`src/rtl/tdm_pair_pkg.sv`:
```
// Shared encodings for the TDM capture/insert pair.
// Assumes: two serial lines, one upstream and one downstream.
package tdm_pair_pkg;

    // Direction of a register: which line it captures from and which it drives.
    typedef enum logic {
        DIR_UP_TO_DN = 1'b0,   // capture upstream, drive downstream
        DIR_DN_TO_UP = 1'b1    // capture downstream, drive upstream
    } dir_e;

    localparam int unsigned LANES = 2;

endpackage

```
`src/rtl/tdm_frame_timer.sv`:
```
// Frame timer: detects bit-clock edges in the system clock domain and tracks
// the slot/bit position of the bus.
// Assumes bclk and fsync are synchronous to clk and each bclk phase lasts at
// least two clk cycles. fsync high at a rising edge marks slot 0, bit 0.
// The position advances at each rising edge and holds at an idle value past
// the last slot, or before the first sync.
module tdm_frame_timer #(
    parameter int unsigned NUM_SLOTS = 12,
    parameter int unsigned SLOT_BITS = 8,
    parameter int unsigned TS_W      = 4,
    parameter int unsigned BIT_W     = 3
) (
    input  logic             clk,
    input  logic             rst_n,
    input  logic             bclk,
    input  logic             fsync,
    output logic             rise_stb,
    output logic             fall_stb,
    output logic             frame_start,
    output logic [TS_W-1:0]  rise_slot,
    output logic [BIT_W-1:0] rise_bit,
    output logic             rise_valid,
    output logic [TS_W-1:0]  fall_slot,
    output logic [BIT_W-1:0] fall_bit,
    output logic             fall_valid
);

    localparam logic [TS_W-1:0]  IDLE_SLOT = TS_W'(NUM_SLOTS);
    localparam logic [BIT_W-1:0] LAST_BIT  = BIT_W'(SLOT_BITS - 1);

    logic             bclk_d;
    logic [TS_W-1:0]  pos_slot_q;
    logic [BIT_W-1:0] pos_bit_q;
    logic [TS_W-1:0]  nxt_slot;
    logic [BIT_W-1:0] nxt_bit;

    // Delay the bit clock by one cycle for edge detection.
    always_ff @(posedge clk) begin
        if (!rst_n) bclk_d <= 1'b0;
        else        bclk_d <= bclk;
    end

    assign rise_stb    = bclk & ~bclk_d;
    assign fall_stb    = ~bclk & bclk_d;
    assign frame_start = rise_stb & fsync;

    // Position of the bit that the current rising edge starts.
    always_comb begin
        nxt_slot = pos_slot_q;
        nxt_bit  = pos_bit_q;
        if (fsync) begin
            nxt_slot = '0;
            nxt_bit  = '0;
        end else if (pos_slot_q >= IDLE_SLOT) begin
            nxt_slot = IDLE_SLOT;
            nxt_bit  = '0;
        end else if (pos_bit_q == LAST_BIT) begin
            nxt_slot = pos_slot_q + 1'b1;
            nxt_bit  = '0;
        end else begin
            nxt_bit  = pos_bit_q + 1'b1;
        end
    end

    // Register the bus position at each rising bit-clock edge.
    always_ff @(posedge clk) begin
        if (!rst_n) begin
            pos_slot_q <= IDLE_SLOT;
            pos_bit_q  <= '0;
        end else if (rise_stb) begin
            pos_slot_q <= nxt_slot;
            pos_bit_q  <= nxt_bit;
        end
    end

    assign rise_slot  = nxt_slot;
    assign rise_bit   = nxt_bit;
    assign rise_valid = (nxt_slot < IDLE_SLOT);
    assign fall_slot  = pos_slot_q;
    assign fall_bit   = pos_bit_q;
    assign fall_valid = (pos_slot_q < IDLE_SLOT);

    AST_SYNC_RESTARTS_FRAME: assert property (@(posedge clk) disable iff (!rst_n)
        frame_start |=> (fall_slot == '0 && fall_bit == '0));

    AST_BCLK_EDGE_SINGLE: assert property (@(posedge clk) disable iff (!rst_n)
        rise_stb |=> !rise_stb);

endmodule

```
`src/rtl/tdm_capture_lane.sv`:
```
// Capture lane: one access register. It shifts in its selected slot at
// falling edges and commits the byte after the slot's last bit. It latches a
// transmit copy at each frame sync and presents the bit to launch at each
// rising edge.
// Assumes the selections stay stable while their slot is on the bus.
module tdm_capture_lane
    import tdm_pair_pkg::*;
#(
    parameter int unsigned SLOT_BITS = 8,
    parameter int unsigned TS_W      = 4,
    parameter int unsigned BIT_W     = 3
) (
    input  logic                 clk,
    input  logic                 rst_n,
    input  logic                 fall_stb,
    input  logic [TS_W-1:0]      fall_slot,
    input  logic [BIT_W-1:0]     fall_bit,
    input  logic                 fall_valid,
    input  logic                 frame_start,
    input  logic [BIT_W-1:0]     rise_bit,
    input  logic                 up_in,
    input  logic                 dn_in,
    input  logic [TS_W-1:0]      cap_slot,
    input  dir_e                 cap_dir,
    input  logic                 in_en,
    output logic [SLOT_BITS-1:0] data_q,
    output logic                 drv_bit
);

    localparam logic [BIT_W-1:0] LAST_BIT = BIT_W'(SLOT_BITS - 1);

    logic [SLOT_BITS-1:0] shreg_q;
    logic [SLOT_BITS-1:0] tx_q;
    logic [SLOT_BITS-1:0] tx_src;
    logic [SLOT_BITS-1:0] shifted;
    logic                 din;
    logic                 hit;

    assign din     = (cap_dir == DIR_DN_TO_UP) ? dn_in : up_in;
    assign hit     = fall_stb && fall_valid && (fall_slot == cap_slot);
    assign shifted = {shreg_q[SLOT_BITS-2:0], din};

    // Shift the selected slot in, MSB first.
    always_ff @(posedge clk) begin
        if (!rst_n)   shreg_q <= '0;
        else if (hit) shreg_q <= shifted;
    end

    // Commit the byte after its last bit when capture is enabled.
    always_ff @(posedge clk) begin
        if (!rst_n)                                    data_q <= '0;
        else if (hit && in_en && fall_bit == LAST_BIT) data_q <= shifted;
    end

    // Keep the byte that was held at frame sync for driving in this frame.
    always_ff @(posedge clk) begin
        if (!rst_n)           tx_q <= '0;
        else if (frame_start) tx_q <= data_q;
    end

    assign tx_src  = frame_start ? data_q : tx_q;
    assign drv_bit = tx_src[LAST_BIT - rise_bit];

    AST_CAPTURE_HOLD: assert property (@(posedge clk) disable iff (!rst_n)
        !in_en |=> $stable(data_q));

    AST_TX_FRAME_COPY: assert property (@(posedge clk) disable iff (!rst_n)
        frame_start |=> (tx_q == $past(data_q)));

endmodule

```
`src/rtl/tdm_line_driver.sv`:
```
// Line driver: merges the drive requests of the lanes onto the two lines.
// Its outputs are registered at each rising bit-clock edge and hold for the
// whole bit. A lane with a lower index wins a collision. A released line
// reads as all ones.
// Assumes the lanes present their launch bit in the rising-edge cycle.
module tdm_line_driver
    import tdm_pair_pkg::*;
#(
    parameter int unsigned TS_W  = 4,
    parameter int unsigned NLANE = 2
) (
    input  logic                       clk,
    input  logic                       rst_n,
    input  logic                       rise_stb,
    input  logic [TS_W-1:0]            rise_slot,
    input  logic                       rise_valid,
    input  logic [NLANE-1:0][TS_W-1:0] drv_slot,
    input  logic [NLANE-1:0]           drv_dir,
    input  logic [NLANE-1:0]           out_en,
    input  logic [NLANE-1:0]           drv_bit,
    output logic                       up_out,
    output logic                       up_oe,
    output logic                       dn_out,
    output logic                       dn_oe
);

    logic [NLANE-1:0] req_up;
    logic [NLANE-1:0] req_dn;
    logic             up_bit;
    logic             dn_bit;

    // Decode, per lane, which line it asks to drive in this bit.
    for (genvar i = 0; i < NLANE; i++) begin : g_req
        logic slot_hit;
        assign slot_hit  = out_en[i] && rise_valid && (drv_slot[i] == rise_slot);
        assign req_up[i] = slot_hit && (drv_dir[i] == DIR_DN_TO_UP);
        assign req_dn[i] = slot_hit && (drv_dir[i] == DIR_UP_TO_DN);
    end

    // Pick the lowest-indexed requester per line; released lines read as 1.
    always_comb begin
        up_bit = 1'b1;
        dn_bit = 1'b1;
        for (int i = NLANE - 1; i >= 0; i--) begin
            if (req_up[i]) up_bit = drv_bit[i];
            if (req_dn[i]) dn_bit = drv_bit[i];
        end
    end

    // Launch the line values at each rising bit-clock edge.
    always_ff @(posedge clk) begin
        if (!rst_n) begin
            up_out <= 1'b1;
            up_oe  <= 1'b0;
            dn_out <= 1'b1;
            dn_oe  <= 1'b0;
        end else if (rise_stb) begin
            up_out <= up_bit;
            up_oe  <= |req_up;
            dn_out <= dn_bit;
            dn_oe  <= |req_dn;
        end
    end

    AST_RELEASED_UP_ONES: assert property (@(posedge clk) disable iff (!rst_n)
        !up_oe |-> up_out);

    AST_RELEASED_DN_ONES: assert property (@(posedge clk) disable iff (!rst_n)
        !dn_oe |-> dn_out);

    AST_HOLD_BETWEEN_RISES: assert property (@(posedge clk) disable iff (!rst_n)
        !rise_stb |=> ($stable(up_oe) && $stable(dn_oe) && $stable(up_out) && $stable(dn_out)));

endmodule

```
`src/rtl/tdm_slot_pair.sv`:
```
// Top: pair of TDM slot access registers. It routes each register's capture
// selection, through the swap cross-connect, and its own drive selection.
// Assumes NUM_SLOTS < 2**TS_W so that an idle slot value exists.
module tdm_slot_pair
    import tdm_pair_pkg::*;
#(
    parameter int unsigned NUM_SLOTS = 12,
    parameter int unsigned SLOT_BITS = 8,
    parameter int unsigned TS_W      = 4
) (
    input  logic                 clk,
    input  logic                 rst_n,
    input  logic                 bclk,
    input  logic                 fsync,
    input  logic                 up_in,
    input  logic                 dn_in,
    input  logic [TS_W-1:0]      cfg_slot0,
    input  logic                 cfg_dir0,
    input  logic [TS_W-1:0]      cfg_slot1,
    input  logic                 cfg_dir1,
    input  logic                 swap,
    input  logic [1:0]           in_en,
    input  logic [1:0]           out_en,
    output logic                 up_out,
    output logic                 up_oe,
    output logic                 dn_out,
    output logic                 dn_oe,
    output logic [SLOT_BITS-1:0] rd_data0,
    output logic [SLOT_BITS-1:0] rd_data1
);

    localparam int unsigned BIT_W = $clog2(SLOT_BITS);

    logic             rise_stb, fall_stb, frame_start;
    logic [TS_W-1:0]  rise_slot, fall_slot;
    logic [BIT_W-1:0] rise_bit, fall_bit;
    logic             rise_valid, fall_valid;

    logic [LANES-1:0][TS_W-1:0]      own_slot;
    logic [LANES-1:0]                own_dir;
    logic [LANES-1:0][SLOT_BITS-1:0] lane_data;
    logic [LANES-1:0]                lane_bit;

    assign own_slot = {cfg_slot1, cfg_slot0};
    assign own_dir  = {cfg_dir1, cfg_dir0};

    tdm_frame_timer #(
        .NUM_SLOTS (NUM_SLOTS),
        .SLOT_BITS (SLOT_BITS),
        .TS_W      (TS_W),
        .BIT_W     (BIT_W)
    ) u_timer (
        .clk         (clk),
        .rst_n       (rst_n),
        .bclk        (bclk),
        .fsync       (fsync),
        .rise_stb    (rise_stb),
        .fall_stb    (fall_stb),
        .frame_start (frame_start),
        .rise_slot   (rise_slot),
        .rise_bit    (rise_bit),
        .rise_valid  (rise_valid),
        .fall_slot   (fall_slot),
        .fall_bit    (fall_bit),
        .fall_valid  (fall_valid)
    );

    // One lane per register; swap crosses the capture selections only.
    for (genvar i = 0; i < LANES; i++) begin : g_lane
        logic [TS_W-1:0] cap_slot;
        dir_e            cap_dir;
        assign cap_slot = swap ? own_slot[LANES-1-i] : own_slot[i];
        assign cap_dir  = dir_e'(swap ? own_dir[LANES-1-i] : own_dir[i]);

        tdm_capture_lane #(
            .SLOT_BITS (SLOT_BITS),
            .TS_W      (TS_W),
            .BIT_W     (BIT_W)
        ) u_lane (
            .clk         (clk),
            .rst_n       (rst_n),
            .fall_stb    (fall_stb),
            .fall_slot   (fall_slot),
            .fall_bit    (fall_bit),
            .fall_valid  (fall_valid),
            .frame_start (frame_start),
            .rise_bit    (rise_bit),
            .up_in       (up_in),
            .dn_in       (dn_in),
            .cap_slot    (cap_slot),
            .cap_dir     (cap_dir),
            .in_en       (in_en[i]),
            .data_q      (lane_data[i]),
            .drv_bit     (lane_bit[i])
        );
    end

    tdm_line_driver #(
        .TS_W  (TS_W),
        .NLANE (LANES)
    ) u_driver (
        .clk        (clk),
        .rst_n      (rst_n),
        .rise_stb   (rise_stb),
        .rise_slot  (rise_slot),
        .rise_valid (rise_valid),
        .drv_slot   (own_slot),
        .drv_dir    (own_dir),
        .out_en     (out_en),
        .drv_bit    (lane_bit),
        .up_out     (up_out),
        .up_oe      (up_oe),
        .dn_out     (dn_out),
        .dn_oe      (dn_oe)
    );

    assign rd_data0 = lane_data[0];
    assign rd_data1 = lane_data[1];

    AST_IDLE_NO_DRIVE: assert property (@(posedge clk) disable iff (!rst_n)
        (rise_stb && !rise_valid) |=> (!up_oe && !dn_oe));

    AST_DRIVE_NEEDS_ENABLE: assert property (@(posedge clk) disable iff (!rst_n)
        (rise_stb && out_en == 2'b00) |=> (!up_oe && !dn_oe));

    AST_ONE_LINE_PER_LANE: assert property (@(posedge clk) disable iff (!rst_n)
        (rise_stb && out_en == 2'b01 && cfg_dir0 == DIR_UP_TO_DN) |=> !up_oe);

endmodule

```
`config.mk`:
```
export PLATFORM = sky130hd
export DESIGN_NAME = tdm_slot_pair
export DESIGN_NICKNAME = d
export VERILOG_FILES = /design/src/rtl/tdm_pair_pkg.sv /design/src/rtl/tdm_frame_timer.sv /design/src/rtl/tdm_capture_lane.sv /design/src/rtl/tdm_line_driver.sv /design/src/rtl/tdm_slot_pair.sv
export SDC_FILE = /design/constraint.sdc
export NUM_CORES = 1
export LEC_CHECK = 0
export ABC_AREA = 0
export BUFFER_PORTS_ARGS = -buffer_cell sky130_fd_sc_hd__buf_2
export CORE_MARGIN = 5
export CORE_UTILIZATION = 45
export DETAILED_ROUTE_END_ITERATION = 10
export PLACE_DENSITY_LB_ADDON = 0.08
export SLEW_MARGIN = 15
export SYNTH_ARGS = -nofsm -noshare
export SYNTH_HDL_FRONTEND = slang
export SYNTH_HIERARCHICAL = 1
export SYNTH_SLANG_ARGS = --single-unit
```
`constraint.sdc`:
```
create_clock -name clk -period 3.3 [get_ports clk]
set_input_delay 0.99 -clock clk [delete_from_list [all_inputs] [get_ports clk]]
set_output_delay 0.99 -clock clk [all_outputs]
set_load 0.05 [all_outputs]
```
==> results of run 1 <==
-- registers in the layout (all words and copies together) (netlist names) --
signal                 cells
u_driver/up_out            1
u_timer/fall_slot          4
u_driver/dn_out            1
g_lane.u_lane/tx_q        16
u_driver/dn_oe             1
g_lane.u_lane/data_q      16
u_timer/bclk_d             1
u_timer/fall_bit           3
g_lane.u_lane/shreg_q     14
u_driver/up_oe             1
-- stage by stage --
step	instances	total power, mW
after global routing	428	1.74
after floorplan	289	0.845
after detailed placement	412	0.899
final	428	1.67
after global placement	412	0.898
after CTS	428	1.70
-- routing by layer --
layer  vias to the layer above  GRT usage (%)  routed length, microns
met2                        42           24.7                    3060
li1                       1145              -                       -
met3                         8           5.36                     299
met5                         -              0                       0
met1                      1046           21.1                    3140
met4                         0           5.82                      91
-- power by group through the flow --
stage                     sequential (mW)  clock, mW  combinational, mW
after global routing                0.715      0.845              0.184
after detailed placement            0.730          0              0.169
after global placement              0.730          0              0.168
after CTS                           0.714      0.814              0.170
final                               0.714      0.788              0.169
after floorplan                     0.740          0              0.105
-- cells in the final DEF, fill, tap and decap left out, types with 4 or more instances in the layout --
cell,instances
nand2_1,45
and2_1,5
buf_4,13
mux2_4,10
nand3_1,4
nand2b_1,6
a21oi_1,4
clkbuf_8,9
buf_2,40
nor2b_4,4
mux2i_1,50
nand4_1,4
o21ai_0,4
xor2_1,7
xnor2_1,5
dfxtp_1,58
nor2b_1,24
mux4_1,6
-- synthesized netlist by cell type (all sizes together), types with 2 or more instances --
cell	n	area, sq um
mux2	12	173
clkbuf	5	18.8
a211oi	3	45.0
mux4	8	203
o21ai	6	30.0
nand4	4	25.0
nand3	6	40.0
mux2i	50	500
nor2b	28	198
nor3	4	30.0
and2	5	31.3
inv	2	7.51
o311ai	3	33.8
or3	2	13.8
nand2	45	169
buf	5	40.0
nand2b	6	37.5
a21boi	3	22.5
xnor2	5	43.8
and4	2	17.5
xor2	7	61.3
a21oi	4	20.0
nor2	3	11.3
ha	3	37.5
nand3b	2	15.0
dfxtp	58	1160
-- cells by family (layout without fill, tap and decap cells) --
group                    after synthesis  count (layout)  share of synthesized area (%)
multiplexers                          70              70                           28.5
XOR/XNOR                              12              12                           3.43
flip-flops                            58              58                           37.8
buffers and inverters                 13              72                           2.28
AND/OR/NAND/NOR                      109             109                           19.7
adder cells (fa/ha/maj)                3               3                           1.22
AO/OA/AOI/OAI                         24              24                           6.97
-- area by class of cell --
| type | count | share of cell area, % |
|---|---|---|
| Timing Repair Buffer | 53 | 8.15 |
| Clock buffer | 9 | 3.39 |
| Tap cell | 80 | 2.74 |
| Multi-Input combinational cell | 218 | 50.4 |
| Sequential cell | 58 | 31.8 |
| Inverter | 3 | 0.308 |
| Clock inverter | 7 | 3.22 |
-- worst max path at each step --
stage / end / cells past startpoint / from
6_report: u_driver/up_out / 11 / u_timer/fall_bit[0]
2_1_floorplan: u_driver/up_out / 9 / fsync
4_1_cts: u_driver/up_out / 11 / u_timer/fall_bit[0]
3_3_place_gp: u_driver/up_out / 10 / fsync
3_5_place_dp: u_driver/up_out / 10 / fsync
5_1_grt: u_driver/up_out / 11 / u_timer/fall_bit[0]
-- worst reg2reg max path, stage by stage (launching register included) --
cell and delay, ns:
dfxtp_1 0.32, ha_1 0.19, ha_1 0.23, a211oi_4 0.23
nor2b_4 0.24, buf_4 0.15, mux4_1 0.55, mux2i_1 0.14
a21oi_1 0.09, or3_2 0.48, o311ai_1 0.10, nand3_1 0.10
==> impl_metrics.tcl, run 1 <==
set metrics [dict create \
    rows 30 \
    rsz0062_at_grt "no" \
    hpwl_microns 4920 \
    power_frac_seq_pct 42.7 \
    vias 2241 \
    synth-seq-cells 58 \
    fillCellCount 609 \
    grt_pass1_vias 2168 \
    numCtsBuffers 9 \
    grt_pass1_wl_microns 10800 \
    antenna_cells 0 \
    synth_nets 313 \
    crit-reg2reg-launch "u_timer/fall_bit[0]" \
    grt_usage_pct 16.1 \
    drtPass1Iterations 4 \
    area.growth.synth_to_final_pct 19.2 \
    cts_resized 0 \
    hp-start "g_lane[0].u_lane/shreg_q[6]" \
    p_sw_mw 0.385 \
    peakVddDrop_uv 280 \
    h-tree-depth 3 \
    grt-ovfl-total 0 \
    tns_ns 0 \
    fin_ws_ns 0.342 \
    final_area_sq_mm 0.00366 \
    die_area_sq_mm 0.00857 \
    finalCoreUtilization_pct 54.4 \
    place_ws_ns 0.00918 \
    final_nets 367 \
    cts_setup_buffers 0 \
    synth_top_flop_cell "dfxtp_1" \
    arrival_ns 3.13 \
    antenna_found_initial 0 \
    hold_class "reg -> reg" \
    cts.sinks 58 \
    slowest_delay_ns 0.55 \
    fmax_mhz 338 \
    reg2reg_slack_ns 0.34 \
    numPortBuffers 40 \
    cellLeakagePower_nw 1.66 \
    slew_violations 0 \
    slew_headroom_pct 46.3 \
    reg2reg_depth 11 \
    p_int_mw 1.29 \
    path_cells "ha_1 -> ha_1 -> a211oi_4 -> nor2b_4 -> buf_4 -> mux4_1 -> mux2i_1 -> a21oi_1 -> or3_2 -> o311ai_1 -> nand3_1" \
    clock_path_buffers 2 \
    tightestPinTransition_ns 0.805 \
    dpl_cell_area_sq_mm 0.00341 \
    combPwrFrac_pct 10.1 \
    ys_seq_area_share_pct 37.8 \
    wl_per_cell_microns 15.4 \
    start_util_pct 45.7 \
    die_y_microns 92.6 \
    holdPathStages 2 \
    ios 41 \
    cp.required_ns 3.48 \
    syn_area_sq_mm 0.00307 \
    drtIter0Drc 72 \
    cts-root-buf "clkbuf_8" \
    grt_max_degree 48 \
    multi_input_area_sq_mm 0.00184 \
    critPathBufInv 1 \
    path_class "reg -> reg" \
    cp_top_family "simple AND/OR/NAND/NOR gates" \
    vias_per_cell 5.24 \
    setup_viol 0 \
    r2r-end "u_driver/up_out" \
    finClkSkew_ns 0.0108 \
    place.gp.congestion 0.780 \
    holdWs_ns 0.469 \
    cts_hold_buf 0 \
    path_max_fanout 4 \
    wirelength_microns 6590 \
    yosysWarningCount 6 \
    status "completed" \
    maxCapViolations 0 \
    powerDensity_mw_per_mm2 457 \
    drc 0 \
    synth_edf_count 0 \
    period_needed_ns 2.96 \
    area.sequential_sq_mm 0.00116 \
    clkTransAtPathRegs_ns 0.07 \
    die_w_microns 92.6 \
    hold_viol_final 0 \
    coreArea_sq_mm 0.00672 \
    async_flop_share_pct 0 \
    synthesis.instances 289 \
    crit_path_frequent_cell "ha_1" \
    critPathLaunchType "register" \
    synth_area_per_cell_sq_um 10.6 \
    period_share_pct 89.6 \
    swShare_pct 23.0 \
    worst_skew_pair.late_latency_ns 0.33 \
    ant_nets 0 \
    yosys.cell_types.count 45 \
    drive_gt1_share_pct 27.9 \
    hold_path_end "g_lane[0].u_lane/data_q[7]" \
    end_kind "register" \
    p_clk_share_pct 47.2 \
    cts_tree "built" \
    critPathSlowestCell "mux4_1" \
]
(Power assumes the default switching activity.)
==> inputs of run 2 (changes only) <==
==> constraint.sdc (replaced) <==
create_clock -name clk -period 3.3 [get_ports clk]
set_input_delay 0.33 -clock clk [delete_from_list [all_inputs] [get_ports clk]]
set_output_delay 0.33 -clock clk [all_outputs]
set_load 0.05 [all_outputs]
==> run 2 against run 1 <==
Compared with the run above:
- worst setup slack got worse by 0.056 ns
- cell area decreased by 1.9%
- final cell count decreased by 1.6%
- routed wire length increased by 0.86%
- clock power decreased by 9.4%
- critical path depth unchanged
- sequential power about the same
- core utilization decreased by 1.0 points
- sequential share of layout area increased by 0.62 points
- first-iteration DRC count increased by 26%
- global-route usage increased by 0.18 points
- critical endpoint unchanged
- largest power group is now registers
==> impl_metrics.tcl, run 2 (synthesized netlist as in run 1, its figures left out) <==
set metrics [dict create \
    final_cell_mix "58 x dfxtp_1, 50 x mux2i_1, 45 x nand2_1, 40 x buf_2, 24 x nor2b_1" \
    drc 0 \
    start_util_pct 45.7 \
    arrival_ns 3.18 \
    cts_hold_buf 0 \
    wl_per_cell_microns 15.8 \
    grt_util_met2_pct 24.6 \
    r2r-end "u_driver/up_out" \
    cts.sinks 58 \
    antenna_found_initial 0 \
    area.growth.synth_to_final_pct 16.9 \
    tns_ns 0 \
    coreArea_sq_mm 0.00672 \
    cp_top_family "simple AND/OR/NAND/NOR gates" \
    grt_pass1_vias 2200 \
    cp.required_ns 3.46 \
    path_class "reg -> reg" \
    hpwl_microns 4790 \
    crit_path_end "u_driver/up_out" \
    fillCellCount 616 \
    cts_resized 0 \
    drtPass1Iterations 4 \
    vias_per_cell 5.22 \
    instances_no_fill 421 \
    crit-reg2reg-launch "u_timer/fall_bit[1]" \
    slowest_delay_ns 0.52 \
    final_nets 361 \
    period_share_pct 91.3 \
    critPathSlowestCell "mux4_2" \
    wirelength_microns 6650 \
    peakVddDrop_uv 299 \
    antenna_cells 0 \
    reg2reg_depth 11 \
    drive_gt1_share_pct 26.4 \
    numPortBuffers 40 \
    die_area_sq_mm 0.00857 \
    ios 41 \
    maxCapViolations 0 \
    cellLeakagePower_nw 1.62 \
    final_common_cell "dfxtp_1" \
    place.gp.congestion 0.752 \
    critPathLaunchType "register" \
    slew_violations 0 \
    numCtsBuffers 9 \
    crit_cells 11 \
    setup_viol 0 \
    slew_headroom_pct 33.3 \
    critPathBufInv 0 \
    worstSetupStartpoint "u_timer/fall_bit[1]" \
    die_y_microns 92.6 \
    place_inst 406 \
    grt_use_met1_pct 21.7 \
    grt-ovfl-total 0 \
    grt_usage_pct 16.3 \
    total_power_mw 1.59 \
    ant_nets 0 \
    rsz0062_at_grt "no" \
    place_ws_ns 0.203 \
    cts-root-buf "clkbuf_8" \
    fmax_mhz 332 \
    grt_max_degree 63 \
    drtIter0Drc 91 \
    path_cells "ha_1 -> ha_1 -> a211oi_4 -> nor2b_4 -> mux4_2 -> nor2b_4 -> a211oi_2 -> a21oi_1 -> or3_2 -> o311ai_1 -> nand3_1" \
    cts_tree "built" \
    tightestPinTransition_ns 1.00 \
    hold_class "in -> reg" \
    end_kind "register" \
    grt_pass1_wl_microns 11000 \
    worst_skew_pair.late_latency_ns 0.33 \
    cts_setup_buffers 0 \
    rows 30 \
    clock_path_buffers 2 \
    vias 2199 \
    largest_registers "g_lane.u_lane/data_q (16), g_lane.u_lane/tx_q (16), g_lane.u_lane/shreg_q (14)" \
    status "completed" \
    busiest_layer "met2" \
    h-tree-depth 3 \
    grt_use_met3_pct 4.47 \
    period_needed_ns 3.01 \
    clkTransAtPathRegs_ns 0.07 \
    path_max_fanout 5 \
    powerDensity_mw_per_mm2 444 \
    reg2reg_slack_ns 0.29 \
    hold_viol_final 0 \
    finClkSkew_ns 0.00889 \
    die_w_microns 92.6 \
    fin_ws_ns 0.287 \
]
==> run 2: cell count changes in the layout (fill, tap and decap cells not counted), sizes merged <==
cell	previous run	this run
buf	53	47
clkbuf	9	10
clkinv	5	4
bufinv	3	2
==> run 2: stage by stage <==
step	utilization, %	area [sq um]	hold slack, ns
3_5_place_dp	50.1	3360	0.462
3_3_place_gp	50.1	3360	0.455
4_1_cts	53.3	3580	0.215
2_1_floorplan	-	3070	0.402
5_1_grt	53.4	3590	0.224
6_report	53.4	3590	0.233
==> run 2: report_power, final <==
part           internal [mW]  switching, mW
clock network          0.440          0.274
logic                 0.0738         0.0898
registers              0.706        0.00814
==> run 2: metal layers <==
| metal | routed length [microns] | part of all wire (%) | vias up |
|---|---|---|---|
| met1 | 3180 | 48 | 1030 |
| met3 | 319 | 4.8 | 9 |
| met5 | 0 | 0 | - |
| met2 | 3020 | 45 | 36 |
| met4 | 131 | 2.0 | 0 |
| li1 | - | - | 1124 |
==> run 2: final cells by class <==
| class | count | area (sq um) | area share (%) |
|---|---|---|---|
| Timing Repair Buffer | 47 | 253 | 7.05 |
| Sequential cell | 58 | 1160 | 32.4 |
| Inverter | 3 | 11.3 | 0.314 |
| Clock buffer | 10 | 138 | 3.84 |
| Multi-Input combinational cell | 218 | 1840 | 51.4 |
| Clock inverter | 5 | 78.8 | 2.20 |
| Tap cell | 80 | 100 | 2.79 |
==> run 2: worst min-delay path by stage <==
stage | from | end | slack [ns] | cells after the start
6_report | bclk | u_timer/bclk_d | 0.23 | 2
5_1_grt | bclk | u_timer/bclk_d | 0.22 | 2
4_1_cts | bclk | u_timer/bclk_d | 0.22 | 2
3_5_place_dp | g_lane[0].u_lane/shreg_q[6] | g_lane[0].u_lane/data_q[7] | 0.46 | 2
3_3_place_gp | g_lane[0].u_lane/shreg_q[6] | g_lane[0].u_lane/data_q[7] | 0.45 | 2
2_1_floorplan | rst_n | u_driver/up_out | 0.40 | 1
==> run 2: worst reg2reg max path: cells and delay by family (launching register included) <==
kind            cells  cell delay, ns
mux                 1            0.52
fa+ha+maj           2            0.40
simple gates        4            1.00
flops               1            0.33
compound gates      4            0.59
==> inputs of run 3 (changes only) <==
==> constraint.sdc (replaced) <==
create_clock -name clk -period 3.5 [get_ports clk]
set_input_delay 0.35 -clock clk [delete_from_list [all_inputs] [get_ports clk]]
set_output_delay 0.35 -clock clk [all_outputs]
set_load 0.05 [all_outputs]
==> run 3 against run 2 <==
Compared with the run above:
- count of clock-buffer cells in the layout rose by 2
- sequential share of layout area is 0.16 points higher
- via count is 1.4% higher
- non-clock buffer count decreased by 3
- routed wire length is 2.2% lower
- critical path depth increased by 1
- final cell count decreased by 0.48%
- clock skew decreased by 0.0023 ns
- fmax fell by 6.6%
==> impl_metrics.tcl, run 3 (synthesized netlist as in run 1, its figures left out) <==
set metrics [dict create \
    grt_pass1_vias 2195 \
    drc 0 \
    h-tree-depth 3 \
    slew_violations 0 \
    final_cell_mix "58 x dfxtp_1, 50 x mux2i_1, 45 x nand2_1, 40 x buf_2, 25 x nor2b_1" \
    cts-root-buf "clkbuf_8" \
    hold_path_end "u_timer/bclk_d" \
    cts_tree "built" \
    drtPass1Iterations 4 \
    largest_registers "g_lane.u_lane/data_q (16), g_lane.u_lane/tx_q (16), g_lane.u_lane/shreg_q (14)" \
    die_area_sq_mm 0.00857 \
    fillCellCount 629 \
    fmax_mhz 310 \
    tightestPinTransition_ns 1.05 \
    grt_pass1_wl_microns 10800 \
    cts_hold_buf 0 \
    path_max_fanout 8 \
    place.gp.congestion 0.754 \
    rows 30 \
    drive_gt1_share_pct 25.4 \
    critPathLaunchType "register" \
    wirelength_microns 6500 \
    end_kind "register" \
    grt-ovfl-total 0 \
    reg2reg_slack_ns 0.27 \
    total_power_mw 1.52 \
    numPortBuffers 40 \
    cts.sinks 58 \
    arrival_ns 3.38 \
    final_nets 358 \
    reg2reg_depth 12 \
    wl_per_cell_microns 15.5 \
    rsz0062_at_grt "no" \
    multi_input_area_sq_mm 0.00184 \
    holdPathStages 2 \
    hold_viol_final 0 \
    crit_cells 12 \
    powerDensity_mw_per_mm2 426 \
    clock_path_buffers 2 \
    maxCapViolations 0 \
    cp.required_ns 3.66 \
    hpwl_microns 4720 \
    drtIter0Drc 87 \
    setup_viol 0 \
    peakVddDrop_uv 251 \
    clkTransAtPathRegs_ns 0.06 \
    critPathSlowestCell "mux4_2" \
    status "completed" \
    numCtsBuffers 9 \
    worst_skew_pair.late_latency_ns 0.33 \
    coreArea_sq_mm 0.00672 \
    slew_headroom_pct 30.0 \
    vias_per_cell 5.32 \
    period_needed_ns 3.23 \
    crit_path_frequent_cell "ha_1" \
    finClkSkew_ns 0.00659 \
    slowest_delay_ns 0.51 \
    area.sequential_sq_mm 0.00116 \
    die_y_microns 92.6 \
    path_class "reg -> reg" \
    cts_resized 0 \
    die_w_microns 92.6 \
    grt_usage_pct 16.1 \
    period_share_pct 92.2 \
    cp_top_family "simple AND/OR/NAND/NOR gates" \
    r2r-end "u_driver/up_out" \
    path_cells "ha_1 -> ha_1 -> a211oi_4 -> nor2b_1 -> buf_4 -> mux4_2 -> nor2b_4 -> a211oi_2 -> a21oi_1 -> or3_2 -> o311ai_1 -> nand3_1" \
    hp-start "bclk" \
    crit-reg2reg-launch "u_timer/fall_bit[0]" \
    hold_class "in -> reg" \
    tns_ns 0 \
    ant_nets 0 \
    antenna_cells 0 \
    critPathBufInv 1 \
    antenna_found_initial 0 \
    vias 2229 \
    final_common_cell "dfxtp_1" \
    cts_setup_buffers 0 \
    grt_max_degree 63 \
    cellLeakagePower_nw 1.60 \
    area.growth.synth_to_final_pct 16.3 \
    start_util_pct 45.7 \
    ios 41 \
]
run 3: how the worst max path moves through the flow:
stage,from,endpoint
5_1_grt,u_timer/fall_bit[0],u_driver/up_out
2_1_floorplan,u_timer/fall_bit[0],u_driver/up_out
6_report,u_timer/fall_bit[0],u_driver/up_out
4_1_cts,u_timer/fall_bit[0],u_driver/up_out
3_5_place_dp,u_timer/fall_bit[0],u_driver/up_out
3_3_place_gp,u_timer/fall_bit[0],u_driver/up_out
run 3: report_power, final:
group	total (mW)	internal [mW]	switching, mW
Sequential	0.674	0.666	0.00826
Clock	0.699	0.440	0.259
Combinational	0.147	0.0659	0.0811
Total	1.52	1.17	0.349
run 3: cell type report:
| class | instances | share of cell area, % |
|---|---|---|
| repair buffers | 44 | 6.45 |
| well taps | 80 | 2.81 |
| inverters | 3 | 0.316 |
| multi-input cells | 218 | 51.5 |
| flip-flops and latches | 58 | 32.5 |
| clock buffers | 12 | 4.35 |
| clock inverters | 4 | 2.07 |
run 3: metrics by stage:
step	cells	instance area (sq um)	hold WS, ns	setup WS [ns]	util [%]
floorplan	289	3070	0.422	0.105	-
global placement	403	3340	0.461	0.342	49.7
detailed placement	403	3340	0.466	0.278	49.7
CTS	419	3570	0.250	0.260	53.1
global route	419	3570	0.253	0.128	53.1
finish	419	3570	0.263	0.272	53.1
run 3: layer usage:
metal  part of all wire (%)  up-vias  global-route usage, %
met5                      0        -                      0
met4                    1.2        0                   5.57
met3                    2.6        8                   4.06
li1                       -     1126                      -
met1                     49     1070                   20.9
met2                     47       25                   25.9
